===== src/rtl/tmr_pkg.sv =====
package tmr_pkg;
  localparam int MW = 3;

  typedef enum logic [1:0] {
    ACC_LATCH = 2'd0,
    ACC_LO    = 2'd1,
    ACC_HI    = 2'd2,
    ACC_WORD  = 2'd3
  } acc_e;

  typedef enum logic [1:0] {
    LAT_NONE   = 2'd0,
    LAT_LO_END = 2'd1,
    LAT_HI_END = 2'd2,
    LAT_LO_HI  = 2'd3
  } lat_e;
endpackage


===== src/rtl/tmr_ctl_decode.sv =====
module tmr_ctl_decode #(
  parameter int NCH = 3,
  parameter int AW  = 2,
  parameter int BW  = 8
) (
  input  logic          wr_en,
  input  logic [AW-1:0] addr,
  input  logic [BW-1:0] wdata,
  output logic [NCH-1:0] prog,
  output logic [NCH-1:0] cnt_lat,
  output logic [NCH-1:0] st_lat,
  output logic [NCH-1:0] dat_wr
);
  localparam logic [AW-1:0] CTRL_ADDR = {AW{1'b1}};
  localparam logic [1:0]    SEL_RB    = 2'b11;

  logic       is_ctrl;
  logic [1:0] sel;
  logic [1:0] acc;

  assign is_ctrl = wr_en && (addr == CTRL_ADDR);
  assign sel     = wdata[7:6];
  assign acc     = wdata[5:4];

  for (genvar g = 0; g < NCH; g++) begin : g_ch
    logic hit, rb_hit;
    assign hit        = is_ctrl && (sel == 2'(g));
    assign rb_hit     = is_ctrl && (sel == SEL_RB) && wdata[g+1];
    assign prog[g]    = hit && (acc != 2'b00);
    assign cnt_lat[g] = (hit && (acc == 2'b00)) || (rb_hit && !wdata[5]);
    assign st_lat[g]  = rb_hit && !wdata[4];
    assign dat_wr[g]  = wr_en && (addr == AW'(g));
  end
endmodule


===== src/rtl/tmr_chan_regs.sv =====
module tmr_chan_regs
  import tmr_pkg::*;
#(
  parameter int CW = 16
) (
  input  logic               clk,
  input  logic               rst,
  input  logic               prog,
  input  logic               cnt_lat,
  input  logic               st_lat,
  input  logic               dat_wr,
  input  logic               rd_sel,
  input  logic [CW/2-1:0]    wbyte,
  input  logic [CW-1:0]      live_cnt,
  input  logic               live_out,
  output logic               ld_stb,
  output logic [CW-1:0]      ld_val,
  output logic               lat_req,
  output logic [MW-1:0]      mode_o,
  output logic               bcd_o,
  output logic [CW/2-1:0]    rd_byte
);
  localparam int BW = CW / 2;

  acc_e          acc;
  lat_e          lst;
  logic          wph, rph, sv;
  logic [BW-1:0] hold, sbyte;
  logic [CW-1:0] lcnt;
  logic [MW-1:0] mreq, mfix;

  assign mreq = wbyte[3:1];
  assign mfix = (mreq[2:1] == 2'b11) ? {1'b0, mreq[1:0]} : mreq;

  // byte a read would return now
  always_comb begin
    rd_byte = live_cnt[BW-1:0];
    if (sv) begin
      rd_byte = sbyte;
    end else if (lst != LAT_NONE) begin
      rd_byte = (lst == LAT_HI_END) ? lcnt[CW-1:BW] : lcnt[BW-1:0];
    end else begin
      case (acc)
        ACC_HI:   rd_byte = live_cnt[CW-1:BW];
        ACC_WORD: rd_byte = rph ? live_cnt[CW-1:BW] : live_cnt[BW-1:0];
        default:  rd_byte = live_cnt[BW-1:0];
      endcase
    end
  end

  always_ff @(posedge clk) begin
    if (rst) begin
      acc     <= ACC_WORD;
      mode_o  <= '0;
      bcd_o   <= 1'b0;
      wph     <= 1'b0;
      rph     <= 1'b0;
      hold    <= '0;
      lst     <= LAT_NONE;
      lcnt    <= '0;
      sv      <= 1'b0;
      sbyte   <= '0;
      ld_stb  <= 1'b0;
      ld_val  <= '0;
      lat_req <= 1'b0;
    end else begin
      ld_stb  <= 1'b0;
      lat_req <= 1'b0;
      if (rd_sel) begin
        if (sv)                    sv  <= 1'b0;
        else if (lst == LAT_LO_HI) lst <= LAT_HI_END;
        else if (lst != LAT_NONE)  lst <= LAT_NONE;
        else if (acc == ACC_WORD)  rph <= ~rph;
      end
      if (dat_wr) begin
        case (acc)
          ACC_LO: begin
            ld_stb <= 1'b1;
            ld_val <= {{BW{1'b0}}, wbyte};
          end
          ACC_HI: begin
            ld_stb <= 1'b1;
            ld_val <= {wbyte, {BW{1'b0}}};
          end
          ACC_WORD: begin
            if (!wph) begin
              hold <= wbyte;
              wph  <= 1'b1;
            end else begin
              ld_stb <= 1'b1;
              ld_val <= {wbyte, hold};
              wph    <= 1'b0;
            end
          end
          default: ;
        endcase
      end
      if (prog) begin
        acc    <= acc_e'(wbyte[5:4]);
        mode_o <= mfix;
        bcd_o  <= wbyte[0];
        wph    <= 1'b0;
        rph    <= 1'b0;
      end
      if (cnt_lat && (lst == LAT_NONE)) begin
        lcnt    <= live_cnt;
        lat_req <= 1'b1;
        case (acc)
          ACC_LO:  lst <= LAT_LO_END;
          ACC_HI:  lst <= LAT_HI_END;
          default: lst <= LAT_LO_HI;
        endcase
      end
      if (st_lat && !sv) begin
        sv    <= 1'b1;
        sbyte <= {live_out, 1'b0, acc, mode_o, bcd_o};
      end
    end
  end
endmodule


===== src/rtl/tmr_host_regs.sv =====
module tmr_host_regs
  import tmr_pkg::*;
#(
  parameter int NCH = 3,
  parameter int CW  = 16,
  parameter int AW  = 2
) (
  input  logic              clk,
  input  logic              rst,
  input  logic              wr_en,
  input  logic              rd_en,
  input  logic [AW-1:0]     addr,
  input  logic [CW/2-1:0]   wdata,
  output logic [CW/2-1:0]   rdata,
  input  logic [NCH*CW-1:0] live_cnt,
  input  logic [NCH-1:0]    live_out,
  output logic [NCH-1:0]    ld_stb,
  output logic [NCH*CW-1:0] ld_val,
  output logic [NCH-1:0]    lat_req,
  output logic [NCH*MW-1:0] ch_mode,
  output logic [NCH-1:0]    ch_bcd
);
  localparam int BW = CW / 2;

  logic [NCH-1:0] prog, cnt_lat, st_lat, dat_wr;
  logic [BW-1:0]  rd_bytes [NCH];
  logic [BW-1:0]  rd_nxt;

  tmr_ctl_decode #(.NCH(NCH), .AW(AW), .BW(BW)) u_dec (
    .wr_en   (wr_en),
    .addr    (addr),
    .wdata   (wdata),
    .prog    (prog),
    .cnt_lat (cnt_lat),
    .st_lat  (st_lat),
    .dat_wr  (dat_wr)
  );

  for (genvar g = 0; g < NCH; g++) begin : g_ch
    tmr_chan_regs #(.CW(CW)) u_ch (
      .clk      (clk),
      .rst      (rst),
      .prog     (prog[g]),
      .cnt_lat  (cnt_lat[g]),
      .st_lat   (st_lat[g]),
      .dat_wr   (dat_wr[g]),
      .rd_sel   (rd_en && (addr == AW'(g))),
      .wbyte    (wdata),
      .live_cnt (live_cnt[g*CW +: CW]),
      .live_out (live_out[g]),
      .ld_stb   (ld_stb[g]),
      .ld_val   (ld_val[g*CW +: CW]),
      .lat_req  (lat_req[g]),
      .mode_o   (ch_mode[g*MW +: MW]),
      .bcd_o    (ch_bcd[g]),
      .rd_byte  (rd_bytes[g])
    );
  end

  always_comb begin
    rd_nxt = '0;
    for (int i = 0; i < NCH; i++) begin
      if (addr == AW'(i)) rd_nxt = rd_bytes[i];
    end
  end

  always_ff @(posedge clk) begin
    if (rst)        rdata <= '0;
    else if (rd_en) rdata <= rd_nxt;
  end
endmodule


===== config.mk =====
export PLATFORM = sky130hd
export DESIGN_NAME = tmr_host_regs
export DESIGN_NICKNAME = d
export VERILOG_FILES = /design/src/rtl/tmr_pkg.sv /design/src/rtl/tmr_ctl_decode.sv /design/src/rtl/tmr_chan_regs.sv /design/src/rtl/tmr_host_regs.sv
export SDC_FILE = /design/constraint.sdc
export NUM_CORES = 1
export LEC_CHECK = 0
export ABC_CLOCK_PERIOD_IN_PS = 2650
export CORE_MARGIN = 2
export CORE_UTILIZATION = 33
export DETAILED_ROUTE_END_ITERATION = 6
export DONT_BUFFER_PORTS = 1
export SETUP_SLACK_MARGIN = 0.5
export SLEW_MARGIN = 20
export SYNTH_ARGS = -nofsm -noshare
export SYNTH_HDL_FRONTEND = slang
export SYNTH_SLANG_ARGS = --single-unit

===== constraint.sdc =====
create_clock -name clk -period 2.65 [get_ports clk]
set_input_delay 0.1325 -clock clk [delete_from_list [all_inputs] [get_ports clk]]
set_output_delay 0.1325 -clock clk [all_outputs]
set_load 0.005 [all_outputs]

=== Word-level counts from Yosys, hierarchy flattened ===
Index checks and enable logic that the tools add are counted.

* RAM bits: 0
* Memories kept: 0
* Bits in registers: 188
* Memory bits (read-only): 0
* Bits in latches: 0

* $mul: 0
* Mux-type cells: 61
* Shifts and indexed selects: 0
* Equal/unequal tests: 28
* Reductions and logical operators: 86
* Bitwise operators: 18
* $lt $le $gt $ge: 0
* Div/mod/pow operators: 0
* Add/subtract/negate cells: 0

{| class="wikitable"
|+ Operator list
! kind !! count
|-
| $pmux 16 s3 || 3
|-
| $mux 8 || 15
|-
| $mux 16 || 3
|-
| $pmux 8 s2 || 3
|-
| $eq 2x2->1 const B || 17
|-
| $logic_and 1x1->1 || 32
|-
| $mux 2 || 15
|-
| $reduce_and 3->1 || 9
|-
| $reduce_bool 2->1 || 10
|-
| $not 1->1 || 18
|-
| $reduce_bool 3->1 || 6
|-
| $reduce_or 2->1 || 9
|-
| $mux 1 || 15
|-
| $reduce_and 5->1 || 3
|-
| $logic_not 2->1 || 6
|-
| $pmux 2 s2 || 3
|-
| $eq 2x1->1 const B || 5
|-
| $ne 2x1->1 const B || 3
|-
| $ne 2x2->1 const B || 3
|-
| $pmux 1 s2 || 3
|-
| $reduce_and 2->1 || 3
|-
| $logic_not 1->1 || 5
|-
| $logic_or 1x1->1 || 3
|-
| $mux 3 || 1
|}

=== Depth between registers and ports, before layout ===
Gate-level depths: netlist (run 1).

* Word-level depth: 9
* Gate-level depth with buffers: 8

=== Hierarchy ===
Synthesis (run 1) repeated with hierarchy kept, for this count alone.

* Cells, all modules: 1070
* Area total of the unflattened synthesis: 8734.6 um^2

{| class="wikitable"
|+ By module, submodules not included
! module !! area an instance (um^2) !! instances !! cells each
|-
| tmr_chan_regs (g_ch[1].u_ch ...) || 2637.5 || 2 || 318
|-
| tmr_chan_regs (g_ch[0].u_ch) || 2801.4 || 1 || 350
|-
| tmr_host_regs || 490.5 || 1 || 58
|-
| tmr_ctl_decode || 167.7 || 1 || 26
|}

=== Worst setup path after synthesis (run 1) ===
Ideal clock, no wire load.

* Path type: register to register
* Start point: reg g_ch[1].u_ch.acc[1]
* End point: reg g_ch[1].u_ch.hold[4]
* Data required time: 2.522 ns
* Cell stages (with the launch flop): 7
* Path buffers: 1
* Path slack: 0.788 ns
* Setup time: 0.128 ns
* Arrival time: 1.734 ns
* Path through: dfxtp_1 > ha_1 > clkbuf_1 > nand4b_1 > nor2_2 > mux2i_1 > nor2_1

* Word-level cells in the longest chain between the ends: 2

{| class="wikitable"
|+ RTL lines
! what !! line !! text
|-
| from (decl) || tmr_chan_regs.sv:25 || <nowiki>acc_e acc;</nowiki>
|-
| from (signal assigned) || tmr_chan_regs.sv:99 || <nowiki>acc <= acc_e'(wbyte[5:4]);</nowiki>
|-
| $eq 2x2->1 || tmr_chan_regs.sv:76 || <nowiki>case (acc)</nowiki>
|-
| $reduce_and 3->1 (no source line) || - ||
|-
| to (signal assigned) || tmr_chan_regs.sv:87 || <nowiki>hold <= wbyte;</nowiki>
|-
| to (decl) || tmr_chan_regs.sv:28 || <nowiki>logic [BW-1:0] hold, sbyte;</nowiki>
|}

Every way passes these cells.
A chain may end at the register's enable or synchronous reset.

=== Final worst setup path (run 1) ===
* Start point: reg g_ch[1].u_ch.acc[0]
* End point: reg rdata[5]

* Word-level cells in the longest chain between the ends: 6
* Elaborated cells between the ends (all ways): 7

{| class="wikitable"
|+ RTL lines
! what !! line !! text
|-
| $eq 2x2->1 || tmr_chan_regs.sv:43 || <nowiki>case (acc)</nowiki>
|-
| $pmux 8 s2 (*) || tmr_chan_regs.sv:43 ||
|-
| $mux 8 (*) || tmr_chan_regs.sv:40 || <nowiki>end else if (lst != LAT_NONE) begin</nowiki>
|-
| $mux 8 (*) || tmr_chan_regs.sv:38 || <nowiki>if (sv) begin</nowiki>
|-
| $mux 8 (*) (2 in series) || tmr_host_regs.sv:63 || <nowiki>if (addr == AW'(i)) rd_nxt = rd_bytes[i];</nowiki>
|-
| to (signal assigned) || tmr_host_regs.sv:69 || <nowiki>else if (rd_en) rdata <= rd_nxt;</nowiki>
|-
| to (decl) || tmr_host_regs.sv:14 || <nowiki>output logic [CW/2-1:0] rdata,</nowiki>
|}

Every way passes the cells marked *; elsewhere a longest branch is shown, timed or not.

==> results.py, run 1 <==
metrics = {
    "outcome": {
        "status": "finished with violations",
        "violations": "hold timing",
    },
    "clocking": {
        "htree_num_levels": 4,
        "numClockSinks": 188,
        "clock_latency_ns": 0.44,
        "cts_made_buffers": 17,
        "clockBufferDepth": 2,
        "clk_pin_slew_ns": 0.07,
        "clk_root_buffer_cell": "clkbuf_16",
        "cts_tree": "done",
    },
    "die": {
        "fp.coreArea_sq_um": 25800,
        "rows": 59,
        "dieHeight_um": 165,
        "floorplan.die_area_sq_um": 27300,
        "die_w_um": 165,
        "io_pins": 139,
        "initial_core_util_pct": 33.3,
    },
    "worst_setup_path": {
        "end_kind": "flip-flop",
        "crit_type": "reg2reg",
        "crit_path_start_kind": "flip-flop",
        "cp.arrival_ns": 2.39,
        "rr_worst_depth": 7,
        "crit_required_ns": 2.99,
        "cp_max_fo": 11,
    },
    "power_and_ir_drop": {
        "ir_worst_vdd_uv": 333,
        "p_per_area_nw_per_um2": 601,
        "leakagePower_nw": 3.56,
    },
    "cells_and_area": {
        "nNetsFinal": 1019,
        "fillers": 2586,
        "final_area_sq_um": 9900,
        "diodes": 0,
        "layout_commonest_cell": "dfxtp_1",
        "drive_gt1_share_pct": 9.13,
        "seq_area_sq_um": 3770,
        "multi_input_area_sq_um": 4410,
        "syn2layout_area_growth_pct": 15.4,
        "final_cells": 1288,
        "mostFrequentLayoutCells": "184 x dfxtp_1, 157 x nor2_1, 107 x mux2i_1",
    },
    "place": {
        "placed_cell_area_sq_um": 8690,
        "place_ws_ns": 0.367,
        "dp.cells": 1205,
        "gp_congestion": 0.830,
        "port_buffers": 0,
        "hpwl_um": 15900,
    },
    "routing": {
        "wire_per_inst_um": 19.3,
        "detail-route-antenna-nets": 0,
        "wirelength_um": 24800,
        "vias_per_cell": 5.27,
        "dr.pass1.iters": 4,
        "num_vias": 6794,
        "drc_errors": 0,
        "dr.first_iter.drc_count": 602,
    },
    "global_routing": {
        "grt_pass1_vias": 6495,
        "grt_overflow_total": 0,
        "grt_pass1_wl_um": 37800,
        "grt_max_degree": 189,
        "antenna_found_initial": 0,
        "track_usage_pct": 18.1,
    },
    "synthesis": {
        "ys_seq_elements": 188,
        "syn-num-nets": 1023,
        "syn_area_per_cell_sq_um": 9.09,
        "synth_warnings": 0,
        "ys_types": 56,
        "syn_area_sq_um": 8580,
        "synth_area_leader_cell": "dfxtp_1",
        "synth_edf_count": 0,
        "seq_area_frac_synth_pct": 43.8,
        "post-synth-top-area-fraction_pct": 43.8,
        "synth_cells": 944,
        "synth_flop_cell": "dfxtp_1",
        "async_flop_share_pct": 0,
        "synth_area_leaders": "dfxtp_1 44%, mux2i_1 13%, nor2_1 7.0%",
    },
    "timing": {
        "setup_violations": 0,
        "drv_slew": 0,
        "period_needed_ns": 2.05,
        "worst_slew_pin_slew_ns": 0.744,
        "relSlewSlack_pct": 50.3,
        "timing.hold.ws_ns": -0.196,
        "worst_slack_ns": 0.602,
        "fmax_ghz": 0.488,
        "hold_viol": 140,
        "setup_tns_ns": 0,
        "period_share_pct": 77.3,
        "grt_setup_unrepaired": "no",
        "skew_ns": 0.0101,
    },
    "min_path": {
        "hp-class": "in2reg",
        "hold_path_depth": 1,
    },
    "flow_run": {
        "cap_viol_max_count": 0,
    },
}
cells by family after synthesis:
logic type	Yosys count	share of synthesized area, %
buf+inv	101	5.61
xor+xnor	5	0.510
compound gates	142	12.7
flops	188	43.8
simple gates	383	22.3
mux	111	13.0
fa+ha+maj	14	2.04
power breakdown:
group / internal (mW) / total [mW] / switching, mW
Sequential: 2.87 / 2.91 / 0.0403
Combinational: 0.146 / 0.302 / 0.156
Clock: 1.61 / 2.74 / 1.13
flip-flops by register name, indices dropped and copies added, names as in the netlist, 6 cells and up:
register,cells
g_ch.u_ch.lst,6
g_ch.u_ch.acc,6
g_ch.u_ch.hold,24
g_ch.u_ch.lcnt,48
rdata,8
g_ch.u_ch.mode_o,9
g_ch.u_ch.ld_val,48
g_ch.u_ch.sbyte,21
layout make-up:
type                            count  share of cell area, %
Clock buffer                       18                   4.43
Sequential cell                   188                   38.0
Multi-Input combinational cell    655                   44.5
Inverter                           13                  0.493
Timing Repair Buffer               65                   6.35
Clock inverter                     14                   1.93
Tap cell                          335                   4.23
cell usage after synthesis (3+ instances only):
master    count
a221o_1       6
xor2_1        5
nor2_2        3
o21ai_0      12
buf_1         4
nand2b_1      6
nand3b_1      4
inv_1        13
nand3_1      55
a21o_1        4
buf_4        14
o311a_1       7
mux2i_1     109
nor4_1        3
nand2_1      42
nor3_1       34
a21oi_1      33
a311oi_1      8
a311o_1      14
dfxtp_1     188
or2_2         7
ha_1         14
nor2_1      159
a211oi_1     24
a22oi_1       3
buf_2        13
nand4_1       3
a221oi_1     22
nor2b_1      25
nor3b_1      25
clkbuf_1     52
per-stage QoR:
stage	total power, mW	util [%]
5_1_grt	6.16	38.4
3_5_place_dp	3.25	33.7
4_1_cts	6.01	37.9
6_report	5.95	38.4
2_1_floorplan	3.25	-
3_3_place_gp	3.24	33.7
routing by layer:
layer | GRT usage, % | vias up | wire length [um]
met2 | 27.2 | 198 | 11100
met5 | 0 | - | 0
li1 | - | 3341 | -
met4 | 6.52 | 0 | 432
met3 | 7.27 | 25 | 2370
met1 | 23.3 | 3230 | 10900
timing repair:
| item | in CTS | in global routing |
|---|---|---|
| hold buffers | 42 | 8 |
| buffers inserted | 0 | 1 |
| resized for setup | 3 | 19 |
| hold endpoints to repair | 188 | 148 |
| pin swaps | 0 | 1 |
| endpoints found under the setup margin | 39 | 56 |
final timing paths:
check | from | endpoint | slack (ns)
worst max register to register | g_ch[1].u_ch.acc[0] | rdata[5] | 0.60
worst min register to register | g_ch[1].u_ch.ld_val[9] | g_ch[1].u_ch.ld_val[9] | 0.47
worst min-delay path | rst | g_ch[1].u_ch.ld_val[9] | -0.20
worst max-delay path | g_ch[1].u_ch.acc[0] | rdata[5] | 0.60
worst max-delay path, cell delays in order, from the launching register on:
cell	delay (ns)
dfxtp_2	0.38
inv_1	0.10
ha_2	0.28
mux2i_2	0.21
buf_4	0.20
nand3_1	0.09
a311o_1	0.43
a311oi_1	0.27
Note: power is estimated with default switching activity, not from simulation.
==> run 2, diff against run 1 <==
ABC_CLOCK_PERIOD_IN_PS = 1780   (was 2650)
clock period = 1.78 ns   (was 2.65 ns; I/O delays follow)
==> run 2 against run 1 <==
  * The flow finishes with violations (hold timing, setup timing)
  * Routed wire length grew 11%
  * Global-route usage increased by 1.9 points
  * Worst hold slack got worse by 0.027 ns
  * Sequential share of layout area down 6.5 points
  * Register-to-register slack got worse by 0.64 ns
  * Sequential power increased by 49%
  * Clock power grew 46%
  * Total power grew 51%
  * Largest power group unchanged
  * Highest routed layer unchanged
==> results.py, run 2 (same netlist as run 1, synthesis figures left out) <==
metrics = {
    "place": {
        "hpwl_um": 16400,
        "gp_congestion": 0.811,
        "dp.cells": 1231,
        "port_buffers": 0,
        "placed_cell_area_sq_um": 9240,
    },
    "timing": {
        "relSlewSlack_pct": 37.0,
        "setup_violations": 3,
        "grt_setup_unrepaired": "yes",
        "period_needed_ns": 1.82,
        "timing.hold.ws_ns": -0.224,
        "fmax_ghz": 0.551,
        "period_share_pct": 102,
        "worst_slack_ns": -0.0359,
        "skew_ns": 0.0129,
        "worst_slew_pin_slew_ns": 0.942,
        "drv_slew": 0,
        "hold_viol": 137,
    },
    "cells_and_area": {
        "final_cells": 1362,
        "drive_gt1_share_pct": 36.8,
        "multi_input_area_sq_um": 5500,
        "layout_commonest_cell": "dfxtp_1",
        "mostFrequentLayoutCells": "171 x dfxtp_1, 135 x nor2_1, 102 x mux2i_1",
        "fillers": 2363,
        "finish.utilization_pct": 46.8,
        "syn2layout_area_growth_pct": 40.6,
        "diodes": 0,
        "seq_area_sq_um": 3810,
        "final_area_sq_um": 12100,
        "nNetsFinal": 1093,
        "largest_registers": "g_ch.u_ch.lcnt (48), g_ch.u_ch.ld_val (48), g_ch.u_ch.hold (24)",
    },
    "routing": {
        "dr.pass1.iters": 6,
        "detail-route-antenna-nets": 0,
        "wirelength_um": 27700,
        "dr.first_iter.drc_count": 581,
        "vias_per_cell": 5.34,
        "wire_per_inst_um": 20.3,
        "num_vias": 7271,
        "drc_errors": 0,
    },
    "clocking": {
        "cts_tree": "done",
        "clockBufferDepth": 2,
        "cts_made_buffers": 17,
        "clk_root_buffer_cell": "clkbuf_16",
        "htree_num_levels": 4,
        "clock_latency_ns": 0.43,
        "clk_pin_slew_ns": 0.07,
        "numClockSinks": 188,
    },
    "worst_setup_path": {
        "cp.arrival_ns": 2.15,
        "cp_slowest_cell": "dfxtp_4",
        "crit_type": "reg2reg",
        "crit_end": "rdata[6]",
        "cp_max_fo": 7,
        "crit_required_ns": 2.11,
        "rr_endpoint": "rdata[6]",
        "startpoint": "g_ch[1].u_ch.acc[0]",
        "path_cells": "ha_4 > buf_6 > mux2i_4 > buf_12 > buf_4 > a22oi_2 > a211o_1 > a311oi_1",
        "end_kind": "flip-flop",
        "reg2reg_slack_ns": -0.04,
        "crit_cells": 8,
        "crit_path_start_kind": "flip-flop",
        "critical-path-top-delay-family": "compound AO/OA/AOI/OAI gates",
        "reg2reg_from": "g_ch[1].u_ch.acc[0]",
        "cp_slowest_stage_delay_ns": 0.38,
        "path_buf_inv": 3,
        "rr_worst_depth": 8,
    },
    "die": {
        "io_pins": 139,
        "initial_core_util_pct": 33.3,
        "fp.coreArea_sq_um": 25800,
        "die_w_um": 165,
        "floorplan.die_area_sq_um": 27300,
        "dieHeight_um": 165,
        "rows": 59,
    },
    "power_and_ir_drop": {
        "switchingPower_mw": 2.22,
        "swShare_pct": 24.6,
        "p_per_area_nw_per_um2": 747,
        "leakagePower_nw": 4.22,
        "seqPwrFrac_pct": 48.0,
        "cellInternalPower_mw": 6.79,
        "p_comb_share_pct": 7.7,
        "clkPwrFrac_pct": 44.2,
        "ir_worst_vdd_uv": 519,
    },
    "global_routing": {
        "antenna_found_initial": 0,
        "grt_overflow_total": 0,
        "grt_pass1_wl_um": 41500,
        "grt_max_degree": 189,
        "grt_pass1_vias": 6824,
        "track_usage_pct": 19.9,
    },
    "flow_run": {
        "cap_viol_max_count": 0,
    },
    "outcome": {
        "violations": "hold timing, setup timing",
        "status": "finished with violations",
    },
    "min_path": {
        "hp-class": "in2reg",
    },
}
==> run 2: final cells by class <==
type / instances / share of cell area [%]
flip-flops and latches: 188 / 31.6
clock inverters: 14 / 1.43
well taps: 335 / 3.47
repair buffers: 135 / 13.9
multi-input cells: 659 / 45.5
clock buffers: 18 / 3.64
inverters: 13 / 0.508
==> run 2: worst register-to-register path: stages (launching register included) <==
cell and delay (ns):
dfxtp_4 0.38, ha_4 0.14, buf_6 0.11, mux2i_4 0.27, buf_12 0.15, buf_4 0.11
a22oi_2 0.05, a211o_1 0.27, a311oi_1 0.26
==> run 2: what timing repair did <==
| item | in CTS | in global routing |
|---|---|---|
| pin swaps | 67 | 66 |
| resized for setup | 149 | 115 |
| buffers inserted | 44 | 28 |
| endpoints found under the setup margin | 149 | 168 |
| hold endpoints to repair | 188 | 181 |
| hold buffers | 10 | 1 |
| gates cloned | 16 | 1 |
==> run 2: worst min-delay path by stage <==
| stage | slack, ns | from | depth (start not counted) | to |
|---|---|---|---|---|
| 2_1_floorplan | 0.23 | live_cnt[16] | 2 | g_ch[1].u_ch.lcnt[0] |
| 3_3_place_gp | 0.20 | rst | 1 | g_ch[0].u_ch.bcd_o |
| 3_5_place_dp | 0.20 | rst | 1 | g_ch[0].u_ch.lst[0] |
| 4_1_cts | -0.27 | rst | 1 | g_ch[0].u_ch.ld_val[13] |
| 5_1_grt | -0.27 | rst | 1 | g_ch[0].u_ch.lst[1] |
| 6_report | -0.22 | rst | 1 | g_ch[0].u_ch.hold[1] |
==> run 2: per-layer routing <==
metal	GRT usage (%)	wire, um
met5	0	0
met2	31.6	12900
met3	5.82	2030
met4	4.27	329
met1	26.9	12500
==> run 2: power by group through the flow <==
stage,Sequential [mW],Clock (mW),Combinational [mW]
2_1_floorplan,4.40,0,0.481
3_3_place_gp,4.42,0,0.449
3_5_place_dp,4.42,0,0.454
4_1_cts,4.33,4.06,0.602
5_1_grt,4.34,4.26,0.743
6_report,4.33,3.99,0.697
==> run 2: stage by stage <==
step	power (mW)	hold WS [ns]	worst slack, ns	TNS (ns)
after floorplan	4.89	0.233	0.187	0
after global placement	4.87	0.203	-0.313	-4.97
after global routing	9.34	-0.271	-0.0992	-0.492
after CTS	8.99	-0.272	-0.0521	-0.142
final	9.01	-0.224	-0.0359	-0.0518
after detailed placement	4.88	0.199	-0.354	-5.42
